<file path="config.mk">
export PLATFORM = sky130hd
export DESIGN_NAME = subdomain_seq
export DESIGN_NICKNAME = d
export VERILOG_FILES = /design/src/rtl/subdomain_seq.sv
export SDC_FILE = /design/constraint.sdc
export NUM_CORES = 1
export LEC_CHECK = 0
export CORE_MARGIN = 3
export CORE_UTILIZATION = 58
export CTS_CLUSTER_DIAMETER = 40
export DETAILED_ROUTE_END_ITERATION = 7
export PLACE_DENSITY = 0.87
export SYNTH_ARGS = -nofsm -noshare
export SYNTH_HDL_FRONTEND = slang
export SYNTH_SLANG_ARGS = --single-unit
</file>
<file path="constraint.sdc">
create_clock -name clk -period 2.5 [get_ports clk]
set_input_delay 0.5 -clock clk [delete_from_list [all_inputs] [get_ports clk]]
set_output_delay 0.5 -clock clk [all_outputs]
set_load 0.1 [all_outputs]
</file>
<file path="src/rtl/subdomain_seq.sv">
module subdomain_seq #(
  parameter int PROP_CYCLES = 32,
  parameter int ACK_TIMEOUT = 100,
  parameter bit HAS_PORTS   = 1'b1
) (
  input  logic clk,
  input  logic rst_n,
  input  logic req_on,
  input  logic req_off,
  input  logic req_reset,
  input  logic mst_ack,
  input  logic slv_ack,
  output logic busy,
  output logic done,
  output logic err,
  output logic eng_clk_en,
  output logic eng_rst_n,
  output logic mst_stop,
  output logic slv_stop,
  output logic rst_held
);
  localparam int CMAX = (PROP_CYCLES > ACK_TIMEOUT) ? PROP_CYCLES : ACK_TIMEOUT;
  localparam int CW   = $clog2(CMAX + 1);
  localparam logic [CW-1:0] PROP_LAST = CW'(PROP_CYCLES - 1);
  localparam logic [CW-1:0] ACK_LAST  = CW'(ACK_TIMEOUT - 1);

  typedef enum logic [3:0] {
    S_IDLE, S_PULSE, S_UNRST, S_CLKON, S_MREL, S_SREL, S_RBM, S_FAILRST,
    S_SSTOP, S_MSTOP, S_RBS, S_OFFRST, S_REON
  } state_t;

  state_t        st;
  logic [CW-1:0] cnt;
  logic          rmode;
  logic          expired;

  assign busy     = (st != S_IDLE);
  assign rst_held = ~eng_rst_n;
  assign expired  = (cnt == ACK_LAST);

  always_ff @(posedge clk or negedge rst_n) begin
    if (!rst_n) begin
      st <= S_IDLE; cnt <= '0; rmode <= 1'b0;
      done <= 1'b0; err <= 1'b0;
      eng_clk_en <= 1'b0; eng_rst_n <= 1'b0;
      mst_stop <= 1'b1; slv_stop <= 1'b1;
    end else begin
      done <= 1'b0;
      err  <= 1'b0;
      case (st)
        S_IDLE: begin
          if (req_off || (req_reset && HAS_PORTS)) begin
            rmode <= !req_off;
            cnt   <= '0;
            if (HAS_PORTS) begin
              slv_stop <= 1'b1;
              st <= S_SSTOP;
            end else begin
              eng_clk_en <= 1'b0;
              st <= S_OFFRST;
            end
          end else if (req_reset) begin
            err <= 1'b1;
          end else if (req_on) begin
            eng_clk_en <= 1'b1;
            cnt <= '0;
            st  <= S_PULSE;
          end
        end
        S_PULSE: begin
          if (cnt == PROP_LAST) begin
            eng_clk_en <= 1'b0;
            st <= S_UNRST;
          end else cnt <= cnt + 1'b1;
        end
        S_UNRST: begin
          eng_rst_n <= 1'b1;
          st <= S_CLKON;
        end
        S_CLKON: begin
          eng_clk_en <= 1'b1;
          rmode <= 1'b0;
          cnt <= '0;
          if (HAS_PORTS) begin
            mst_stop <= 1'b0;
            st <= S_MREL;
          end else begin
            done <= 1'b1;
            st <= S_IDLE;
          end
        end
        S_MREL: begin
          if (!mst_ack) begin
            slv_stop <= 1'b0;
            cnt <= '0;
            st  <= S_SREL;
          end else if (expired) begin
            mst_stop <= 1'b1;
            eng_clk_en <= 1'b0;
            st <= S_FAILRST;
          end else cnt <= cnt + 1'b1;
        end
        S_SREL: begin
          if (!slv_ack) begin
            done <= 1'b1;
            st <= S_IDLE;
          end else if (expired) begin
            slv_stop <= 1'b1;
            mst_stop <= 1'b1;
            cnt <= '0;
            st  <= S_RBM;
          end else cnt <= cnt + 1'b1;
        end
        S_RBM: begin
          if (mst_ack || expired) begin
            eng_clk_en <= 1'b0;
            st <= S_FAILRST;
          end else cnt <= cnt + 1'b1;
        end
        S_FAILRST: begin
          eng_rst_n <= 1'b0;
          err <= 1'b1;
          st  <= S_IDLE;
        end
        S_SSTOP: begin
          if (slv_ack) begin
            mst_stop <= 1'b1;
            cnt <= '0;
            st  <= S_MSTOP;
          end else if (expired) begin
            slv_stop <= 1'b0;
            rmode <= 1'b0;
            err <= 1'b1;
            st  <= S_IDLE;
          end else cnt <= cnt + 1'b1;
        end
        S_MSTOP: begin
          if (mst_ack) begin
            eng_clk_en <= 1'b0;
            st <= S_OFFRST;
          end else if (expired) begin
            mst_stop <= 1'b0;
            slv_stop <= 1'b0;
            cnt <= '0;
            st  <= S_RBS;
          end else cnt <= cnt + 1'b1;
        end
        S_RBS: begin
          if (!slv_ack || expired) begin
            rmode <= 1'b0;
            err <= 1'b1;
            st  <= S_IDLE;
          end else cnt <= cnt + 1'b1;
        end
        S_OFFRST: begin
          eng_rst_n <= 1'b0;
          if (rmode) st <= S_REON;
          else begin
            done <= 1'b1;
            st <= S_IDLE;
          end
        end
        S_REON: begin
          eng_clk_en <= 1'b1;
          cnt <= '0;
          st  <= S_PULSE;
        end
        default: st <= S_IDLE;
      endcase
    end
  end
endmodule

</file>
======== Yosys cells after proc, flatten, opt, wreduce, memory -nomap -nowiden ========
Cells that the tools add are included.
operators by class
  add/sub/neg operators ................... 1
  equal/unequal tests ..................... 41
  mux-type cells .......................... 66
  bitwise gates (word level) .............. 1
  reduce and logical (&&, ||, !) cells .... 21
operator list
  kind                                                                   count
  7-bit two-way mux                                                      12
  7-bit case mux with 9 select lines                                     1
  4-bit two-way mux                                                      15
  4-bit case mux with 12 select lines                                    1
  2-bit != test, second input constant                                   21
  1-bit two-way mux                                                      30
  4-bit equality test, second input constant                             5
  3-bit != test, second input constant                                   6
  9-bit AND reduction                                                    2
  4-bit by 3-bit equality test with 1-bit output, second input constant  4
  1-bit case mux with 5 select lines                                     2
  5-bit nonzero test                                                     2
  9-bit nonzero test                                                     1
  4-bit by 2-bit equality test with 1-bit output, second input constant  2
  1-bit case mux with 4 select lines                                     2
  8-bit AND reduction                                                    1
  4-bit nonzero test                                                     2
  7-bit by 1-bit adder with 7-bit output, second input constant          1
  7-bit by 5-bit equality test with 1-bit output, second input constant  1
  7-bit equality test, second input constant                             1
  7-bit AND reduction                                                    1
  1-bit case mux with 6 select lines                                     1
  6-bit AND reduction                                                    1
  6-bit nonzero test                                                     1
  other kinds (9)                                                        14
storage, ports and cells
  register bits after elaboration ......... 18
  input bits .............................. 7
  output and inout bits ................... 8
  word-level logic and storage cells ...... 139

======== Longest topological paths before layout ========
Gate-level depths: netlist of the first run.
  word-level depth ........................ 4
  depth in mapped cells ................... 12
  gate-level depth less buffers ........... 10

======== Worst setup path after synthesis of the first run ========
Ideal clock, no wire load.
  kind .................................... reg2out
  start point ............................. reg st[3]
  end point ............................... out busy
  arrival time ............................ 1.781 ns
  data required time ...................... 2.000 ns
  slack ................................... 0.219 ns
  cell stages (with the launch flop) ...... 6
  buffers on the path ..................... 3
  cell sequence ........................... dfrtp_1 > buf_2 > buf_2 > buf_1 > nor2_1 > nand2_1
on the way
  word-level cells in the longest chain between the ends .. 1
RTL lines
  item                      line  text
  start: declaration        32    state_t st;
  start signal: assignment  43    st <= S_IDLE; cnt <= '0; rmode <= 1'b0;
  start signal: assignment  57    st <= S_SSTOP;
  start signal: assignment  60    st <= S_OFFRST;
  4-bit nonzero test        37    assign busy = (st != S_IDLE);
  end: declaration          13    output logic busy,
No other way between the ends.

======== Final worst setup path of the first run ========
Same ends and word-level chain as after synthesis.

==> results of run 1 <==
cells in the mapped netlist, drive strengths merged, types with 2 or more instances:
| cell type | count | share of area |
|---|---|---|
| or3 | 2 | 0.0074 |
| o32ai | 5 | 0.035 |
| o221ai | 2 | 0.010 |
| or3b | 2 | 0.010 |
| nor2 | 17 | 0.038 |
| nor3 | 4 | 0.012 |
| a211oi | 4 | 0.021 |
| clkbuf | 4 | 0.0096 |
| buf | 14 | 0.062 |
| nand2 | 14 | 0.031 |
| nand4 | 2 | 0.0074 |
| inv | 10 | 0.022 |
| o211ai | 4 | 0.018 |
| o21ai | 12 | 0.035 |
| nand3b | 3 | 0.013 |
| o32a | 2 | 0.013 |
| a2bb2oi | 3 | 0.015 |
| a21oi | 18 | 0.057 |
| dfrtp | 16 | 0.24 |
| nor3b | 2 | 0.0088 |
| nand3 | 4 | 0.012 |
| nor4 | 2 | 0.011 |
| dfstp | 2 | 0.031 |
| nor2b | 3 | 0.011 |
| or2 | 7 | 0.027 |
| a41oi | 2 | 0.010 |
| mux2 | 3 | 0.020 |
| a32o | 2 | 0.012 |
| o31ai | 2 | 0.0088 |
| o22ai | 5 | 0.018 |
| ha | 2 | 0.015 |
| nand2b | 6 | 0.022 |
| a31oi | 5 | 0.018 |
power groups by stage:
stage          sequential [mW]  combinational (mW)  clock, mW
6_report                 0.526                1.93      0.186
5_1_grt                  0.532                2.08      0.204
4_1_cts                  0.515                1.91      0.189
3_5_place_dp             0.520                1.90          0
3_3_place_gp             0.514                1.86          0
2_1_floorplan            0.728                1.20          0
cells in the final DEF, fill, tap and decap left out, drive strengths merged, types with 3 or more instances in the layout:
cell           count
buf               33
a21oi             18
nor2              17
dfrtp             16
nand2             14
o21ai             12
inv               10
or2                7
nand2b             6
clkdlybuf4s50      6
a31oi              5
o22ai              5
o32ai              5
nor3               4
o211ai             4
nand3              4
a211oi             4
clkbuf             4
nor2b              3
nand3b             3
a2bb2oi            3
mux2               3
final cells by class:
| class | instances | area, µm² |
|---|---|---|
| clock buffer | 4 | 36.28 |
| timing repair buffer | 39 | 320.3 |
| tap | 31 | 38.79 |
| sequential | 18 | 452.9 |
| multi-input combinational | 161 | 1089 |
| fill | 225 | 807.0 |
| inverter | 10 | 37.54 |
logic make-up (layout without fill, tap and decap cells):
family / Yosys count / count (layout) / share of synthesized area
multiplexers: 3 / 3 / 0.01987
AO/OA/AOI/OAI: 80 / 80 / 0.3517
buffers and inverters: 28 / 53 / 0.09344
AND/OR/NAND/NOR: 75 / 75 / 0.2487
adder cells (fa/ha/maj): 2 / 2 / 0.01471
flip-flops: 18 / 18 / 0.2664
XOR/XNOR: 1 / 1 / 0.005152
worst max path at each step:
stage                 startpoint                    to  slack [ps]  depth (start not counted)
4_1_cts        st[3]$_DFFE_PN0P_                  busy         280                          4
3_3_place_gp             mst_ack     st[1]$_DFFE_PN0P_         110                          7
3_5_place_dp             req_off    cnt[0]$_DFFE_PN0P_          60                          6
2_1_floorplan  st[3]$_DFFE_PN0P_                  busy         220                          5
6_report       st[3]$_DFFE_PN0P_                  busy         240                          4
5_1_grt        st[3]$_DFFE_PN0P_  slv_stop$_DFFE_PN1P_         120                          6
sequential cells by signal (all words and copies together) (netlist names):
register and cells:
cnt 7, done 1, eng_clk_en 1, eng_rst_n 1, err 1, mst_stop 1, rmode 1, slv_stop 1
st 4
through the flow:
step	hold WS [ps]	power [mW]	std cells	instance area, µm²
finish	524.6	2.642	263	1974
CTS	531.1	2.612	263	1974
detailed placement	527.5	2.420	259	1938
floorplan	204.4	1.927	207	1700
global placement	517.8	2.371	259	1938
global route	529.8	2.813	263	1974
per-layer routing:
layer / track usage / up-vias / wire length, µm
met2: 0.5170 / 119 / 2391
met5: 0 / - / 0
li1: - / 842 / -
met4: 0.1677 / 0 / 212
met3: 0.04752 / 25 / 550
met1: 0.3773 / 880 / 1965
critical path, delay by kind of cell, from the launching register on:
kind / cells / cell delay (ps)
buffers and inverters: 2 / 460
DFF: 1 / 750
and+or+nand+nor: 2 / 250
==> flow_metrics.py, run 1 <==
metrics = {
    "status": {
        "status": "finished clean",
    },
    "job": {
        "cap_violations": 0,
    },
    "worst_setup_path": {
        "critical_path_class": "reg2out",
        "path_max_fanout": 21,
        "arrival_ps": 1760,
        "r2r_slack_ps": 270,
        "critPathLaunchType": "flop",
        "rr_startpoint": "cnt[0]$_DFFE_PN0P_",
        "worstReg2RegEnd": "cnt[0]$_DFFE_PN0P_",
        "crit_path_max_incr_delay_ps": 750,
        "slowest_stage": "dfrtp_1",
        "cp.required_ps": 2000,
        "rr_worst_depth": 10,
        "cp_cell_sequence": "buf_4 > nor2_1 > nand2_1 > buf_12",
        "critPathCaptureType": "output port",
    },
    "layout": {
        "syn_to_final_growth_pct": 16.11,
        "fin_util": 0.7099,
        "drive_gt1_frac": 0.2500,
        "n_antenna_cell": 0,
        "nets": 242,
    },
    "yosys": {
        "ys_seq_area_frac": 0.2664,
        "synthArstFlopShare": 1.000,
        "synth_edf_count": 0,
        "synth-warning-count": 0,
        "synth.net_count": 216,
        "yosys_most_used_dff": "dfrtp_1",
        "synth_cell_type_count": 69,
        "netlist_area_um2": 1700,
        "synth_cells": 207,
        "synth.avg_cell_area_um2": 8.214,
        "yosys_register_bits": 18,
    },
    "global_routing": {
        "grt_usage": 0.3096,
        "grt_pass1_wl_mm": 8.376,
        "grt_max_degree": 22,
        "grt_pass1_vias": 1802,
        "grt.overflow.total": 0,
        "antenna_found_initial": 0,
    },
    "sta": {
        "relSlewSlack": 0.5918,
        "fmax_mhz": 442.2,
        "finalSetupViolCount": 0,
        "maxSlewViolCount": 0,
        "tns_ps": 0,
        "min_period_ps": 2262,
        "skew_ps": 2.255,
        "setup_ws_ps": 238.4,
        "rsz0062_at_grt": "false",
        "final_hold_viol_count": 0,
        "min_period_over_period": 0.9046,
        "worst_pin_slew_ps": 612.2,
    },
    "power_and_ir_drop": {
        "p_switching_mw": 1.440,
        "p_leak_nw": 0.8312,
        "intPower_mw": 1.202,
        "p_seq_frac": 0.199,
        "powerDensity_nw_per_um2": 1338,
        "comb_power_share": 0.731,
        "p_clk_frac": 0.071,
        "p_sw_frac": 0.5451,
        "irDropWorstVdd_v": 0.0009542,
    },
    "route": {
        "vias_per_cell": 7.095,
        "ant_nets": 0,
        "wl_mm": 5.120,
        "routedWlPerCell_um": 19.47,
        "first_pass_iters": 6,
        "num_vias": 1866,
        "drcViolationCount": 0,
        "drt-initial-drc-count": 237,
    },
    "placement": {
        "port_buffers": 14,
        "dpl_worst_slack_ps": 57.64,
        "routabilityCongestion": 0.9743,
        "place.detailed.hpwl_mm": 3.769,
    },
    "floorplan": {
        "core_um2": 2781,
        "dieHeight_um": 60.15,
        "die_w_um": 60.15,
        "die-area_um2": 3617,
        "io_pins": 15,
        "fp-row-count": 19,
        "start_util": 0.6113,
    },
    "clock_network": {
        "clkTransAtPathRegs_ps": 110,
        "post_cts_buffers": 0,
        "htree_levels": 1,
        "root_buffer": "clkbuf_4",
        "clk_path_buf_depth": 2,
        "cts_num_sinks": 18,
        "clock_latency_ps": 300,
        "tritoncts": "yes",
        "cts_resized": 0,
        "cts_hold_buf": 0,
        "numCtsBuffers": 3,
    },
    "worst_hold_path": {
        "min_path_type": "in2async",
    },
}
Power figures use the tool's default switching activity.
==> inputs of run 2 (changes only) <==
ABC_AREA = 1   (was unset)
CAP_MARGIN = 20   (was unset)
CORE_UTILIZATION = 56   (was 58)
PLACE_DENSITY = 0.86   (was 0.87)
SLEW_MARGIN = 20   (was unset)
==> run 2 against run 1 <==
  * Clock-buffer cell count is the same
  * Maximum frequency grew 14%
  * Non-clock buffer count shrank 24
  * Utilization shrank 3.9 points
  * Sequential share of layout area grew 4.1 points
  * Routed wire length shrank 28%
  * Clock power is essentially flat
  * Worst hold slack lost 54 ps
  * Die area shrank 8.1%
  * Critical path type unchanged
  * Critical endpoint unchanged
  * Largest cell class unchanged
  * Largest power group unchanged
  * Highest routed layer unchanged
==> flow_metrics.py, run 2 <==
metrics = {
    "route": {
        "ant_nets": 0,
        "wl_mm": 3.665,
        "vias_per_cell": 5.643,
        "drcViolationCount": 0,
        "routedWlPerCell_um": 12.81,
        "drt-initial-drc-count": 79,
        "first_pass_iters": 5,
        "num_vias": 1614,
    },
    "power_and_ir_drop": {
        "powerDensity_nw_per_um2": 1388,
        "comb_power_share": 0.705,
        "intPower_mw": 0.9356,
        "power.total_mw": 2.328,
        "p_switching_mw": 1.393,
        "p_sw_frac": 0.5981,
        "irDropWorstVdd_v": 0.001207,
        "p_clk_frac": 0.079,
        "p_seq_frac": 0.216,
        "p_leak_nw": 0.9146,
    },
    "worst_setup_path": {
        "r2r_slack_ps": 560,
        "critPathLaunch": "st[3]$_DFFE_PN0P_",
        "critical_path_class": "reg2out",
        "rr_startpoint": "cnt[1]$_DFFE_PN0P_",
        "path_max_fanout": 6,
        "cp.required_ps": 2000,
        "crit_path_max_incr_delay_ps": 480,
        "worstReg2RegEnd": "st[1]$_DFFE_PN0P_",
        "critPathLaunchType": "flop",
        "rr_worst_depth": 10,
        "critPathCaptureType": "output port",
        "arrival_ps": 1480,
        "cp_cell_sequence": "nor2_2 > nand2_2 > buf_4",
        "slowest_stage": "dfrtp_1",
    },
    "worst_hold_path": {
        "hold_depth": 2,
        "min_path_type": "reg2reg",
        "hold_path_end": "slv_stop$_DFFE_PN1P_",
        "min_from": "slv_stop$_DFFE_PN1P_",
    },
    "global_routing": {
        "grt-busiest-layer": "met2",
        "grt.overflow.total": 0,
        "grt_pass1_wl_mm": 6.444,
        "antenna_found_initial": 0,
        "grt_max_degree": 19,
        "use_met1": 0.3501,
        "grt_usage": 0.2453,
        "grt_pass1_vias": 1487,
        "grt_util_met3": 0.04232,
        "use_met2": 0.3758,
    },
    "sta": {
        "min_period_ps": 1985,
        "tns_ps": 0,
        "relSlewSlack": 0.7404,
        "worst_pin_slew_ps": 388.0,
        "finalSetupViolCount": 0,
        "setup_ws_ps": 515.2,
        "rsz0062_at_grt": "false",
        "skew_ps": 2.520,
        "final_hold_viol_count": 0,
        "maxSlewViolCount": 0,
        "fmax_mhz": 503.8,
        "min_period_over_period": 0.7939,
    },
    "clock_network": {
        "htree_levels": 1,
        "numCtsBuffers": 3,
        "clkTransAtPathRegs_ps": 110,
        "cts_resized": 0,
        "post_cts_buffers": 0,
        "clock_latency_ps": 300,
        "cts_num_sinks": 18,
        "root_buffer": "clkbuf_4",
        "tritoncts": "yes",
        "clk_path_buf_depth": 2,
        "cts_hold_buf": 0,
    },
    "yosys": {
        "synth_cells": 240,
        "synth_area_leaders": "dfrtp_1 (27%), nand2_1 (22%), nor2_1 (8.3%)",
        "synth_edf_count": 0,
        "synth_cell_type_count": 30,
        "yosysMostFrequentCell": "nand2_1",
        "netlist_top_cells_count": "nand2_1 (86), nor2_1 (33), nand3_1 (21)",
        "ys_seq_area_frac": 0.3032,
        "synth.net_count": 249,
        "synthArstFlopShare": 1.000,
        "synth_top_area_frac": 0.2680,
        "netlist_area_um2": 1494,
        "synth-warning-count": 0,
        "yosys_most_used_dff": "dfrtp_1",
        "synth_top_area_cell": "dfrtp_1",
        "synth.avg_cell_area_um2": 6.225,
        "yosys_register_bits": 18,
    },
    "layout": {
        "nFillCells": 229,
        "largest_reg_flops": 7,
        "regMostFlops": "cnt",
        "nets": 266,
        "layout.cells.non_filler": 286,
        "layout_common_cells": "nand2_1 (86), nor2_1 (33), nand3_1 (21)",
        "n_antenna_cell": 0,
        "layout_commonest_cell": "nand2_1",
        "fin_util": 0.6712,
        "syn_to_final_growth_pct": 12.31,
        "drive_gt1_frac": 0.1602,
        "largestRegisters": "cnt: 7 flops, st: 4 flops",
    },
    "placement": {
        "port_buffers": 14,
        "dp_cells": 282,
        "routabilityCongestion": 1.003,
        "dpl_worst_slack_ps": 391.2,
        "place.detailed.hpwl_mm": 2.944,
    },
    "floorplan": {
        "dieHeight_um": 57.65,
        "io_pins": 15,
        "core_um2": 2500,
        "die_w_um": 57.65,
        "start_util": 0.5976,
        "fp-row-count": 18,
        "die-area_um2": 3324,
    },
    "job": {
        "cap_violations": 0,
    },
    "status": {
        "status": "finished clean",
    },
}
## run 2: cell types whose count changed in the layout (fill, tap and decap cells not counted), sizes merged, moves of 6 or more
| cell | delta |
|---|---|
| or2 | -7 |
| nand2b | -6 |
| a21oi | -15 |
| nand3 | +19 |
| nand2 | +78 |
| inv | +13 |
| nand4 | +7 |
| buf | -24 |
| nor2 | +25 |
## run 2: per-layer routing
layer,routed length [µm],vias up
met5,0,-
met1,1700,700
met2,1537,89
li1,-,815
met4,67,0
met3,360,10
## run 2: how the worst max path moves through the flow
stage,end,slack [ps]
floorplan,rst_held,430
global placement,st[1]$_DFFE_PN0P_,460
detailed placement,st[1]$_DFFE_PN0P_,390
CTS,busy,520
global route,st[1]$_DFFE_PN0P_,380
finish,busy,520
## run 2: kinds of logic after synthesis
logic type / Yosys count / share of synthesized area
and+or+nand+nor: 171 / 0.5092
buffers and inverters: 26 / 0.06951
AOI/OAI and AO/OA: 19 / 0.07790
DFF: 18 / 0.3032
xor gates and xnor gates: 4 / 0.02345
adders and majority gates: 2 / 0.01675
## run 2: final cells by class
| type | count | area, µm² | area share |
|---|---|---|---|
| clock buffer | 4 | 36.28 | 0.02163 |
| inverter | 23 | 86.33 | 0.05145 |
| multi-input combinational | 196 | 937.1 | 0.5585 |
| sequential | 18 | 452.9 | 0.2699 |
| tap | 30 | 37.54 | 0.02237 |
| timing repair buffer | 15 | 127.6 | 0.07606 |
## run 2: through the flow
step	hold WS [ps]	cell area [µm²]
floorplan	204.4	1494
detailed placement	461.4	1642
global placement	452.8	1642
finish	470.6	1678
global route	515.0	1678
CTS	478.7	1678
## run 2: power groups by stage
stage          Clock (mW)  Combinational, mW  Sequential (mW)
2_1_floorplan           0               1.09            0.711
3_3_place_gp            0               1.61            0.508
3_5_place_dp            0               1.61            0.509
4_1_cts             0.191               1.62            0.504
5_1_grt             0.199               1.81            0.517
6_report            0.184               1.64            0.503
## run 2: critical path, delay by kind of cell (launching register included)
family	cells	cell delay, ps
buffers and inverters	1	270
AND/OR/NAND/NOR	2	440
flip-flops	1	480
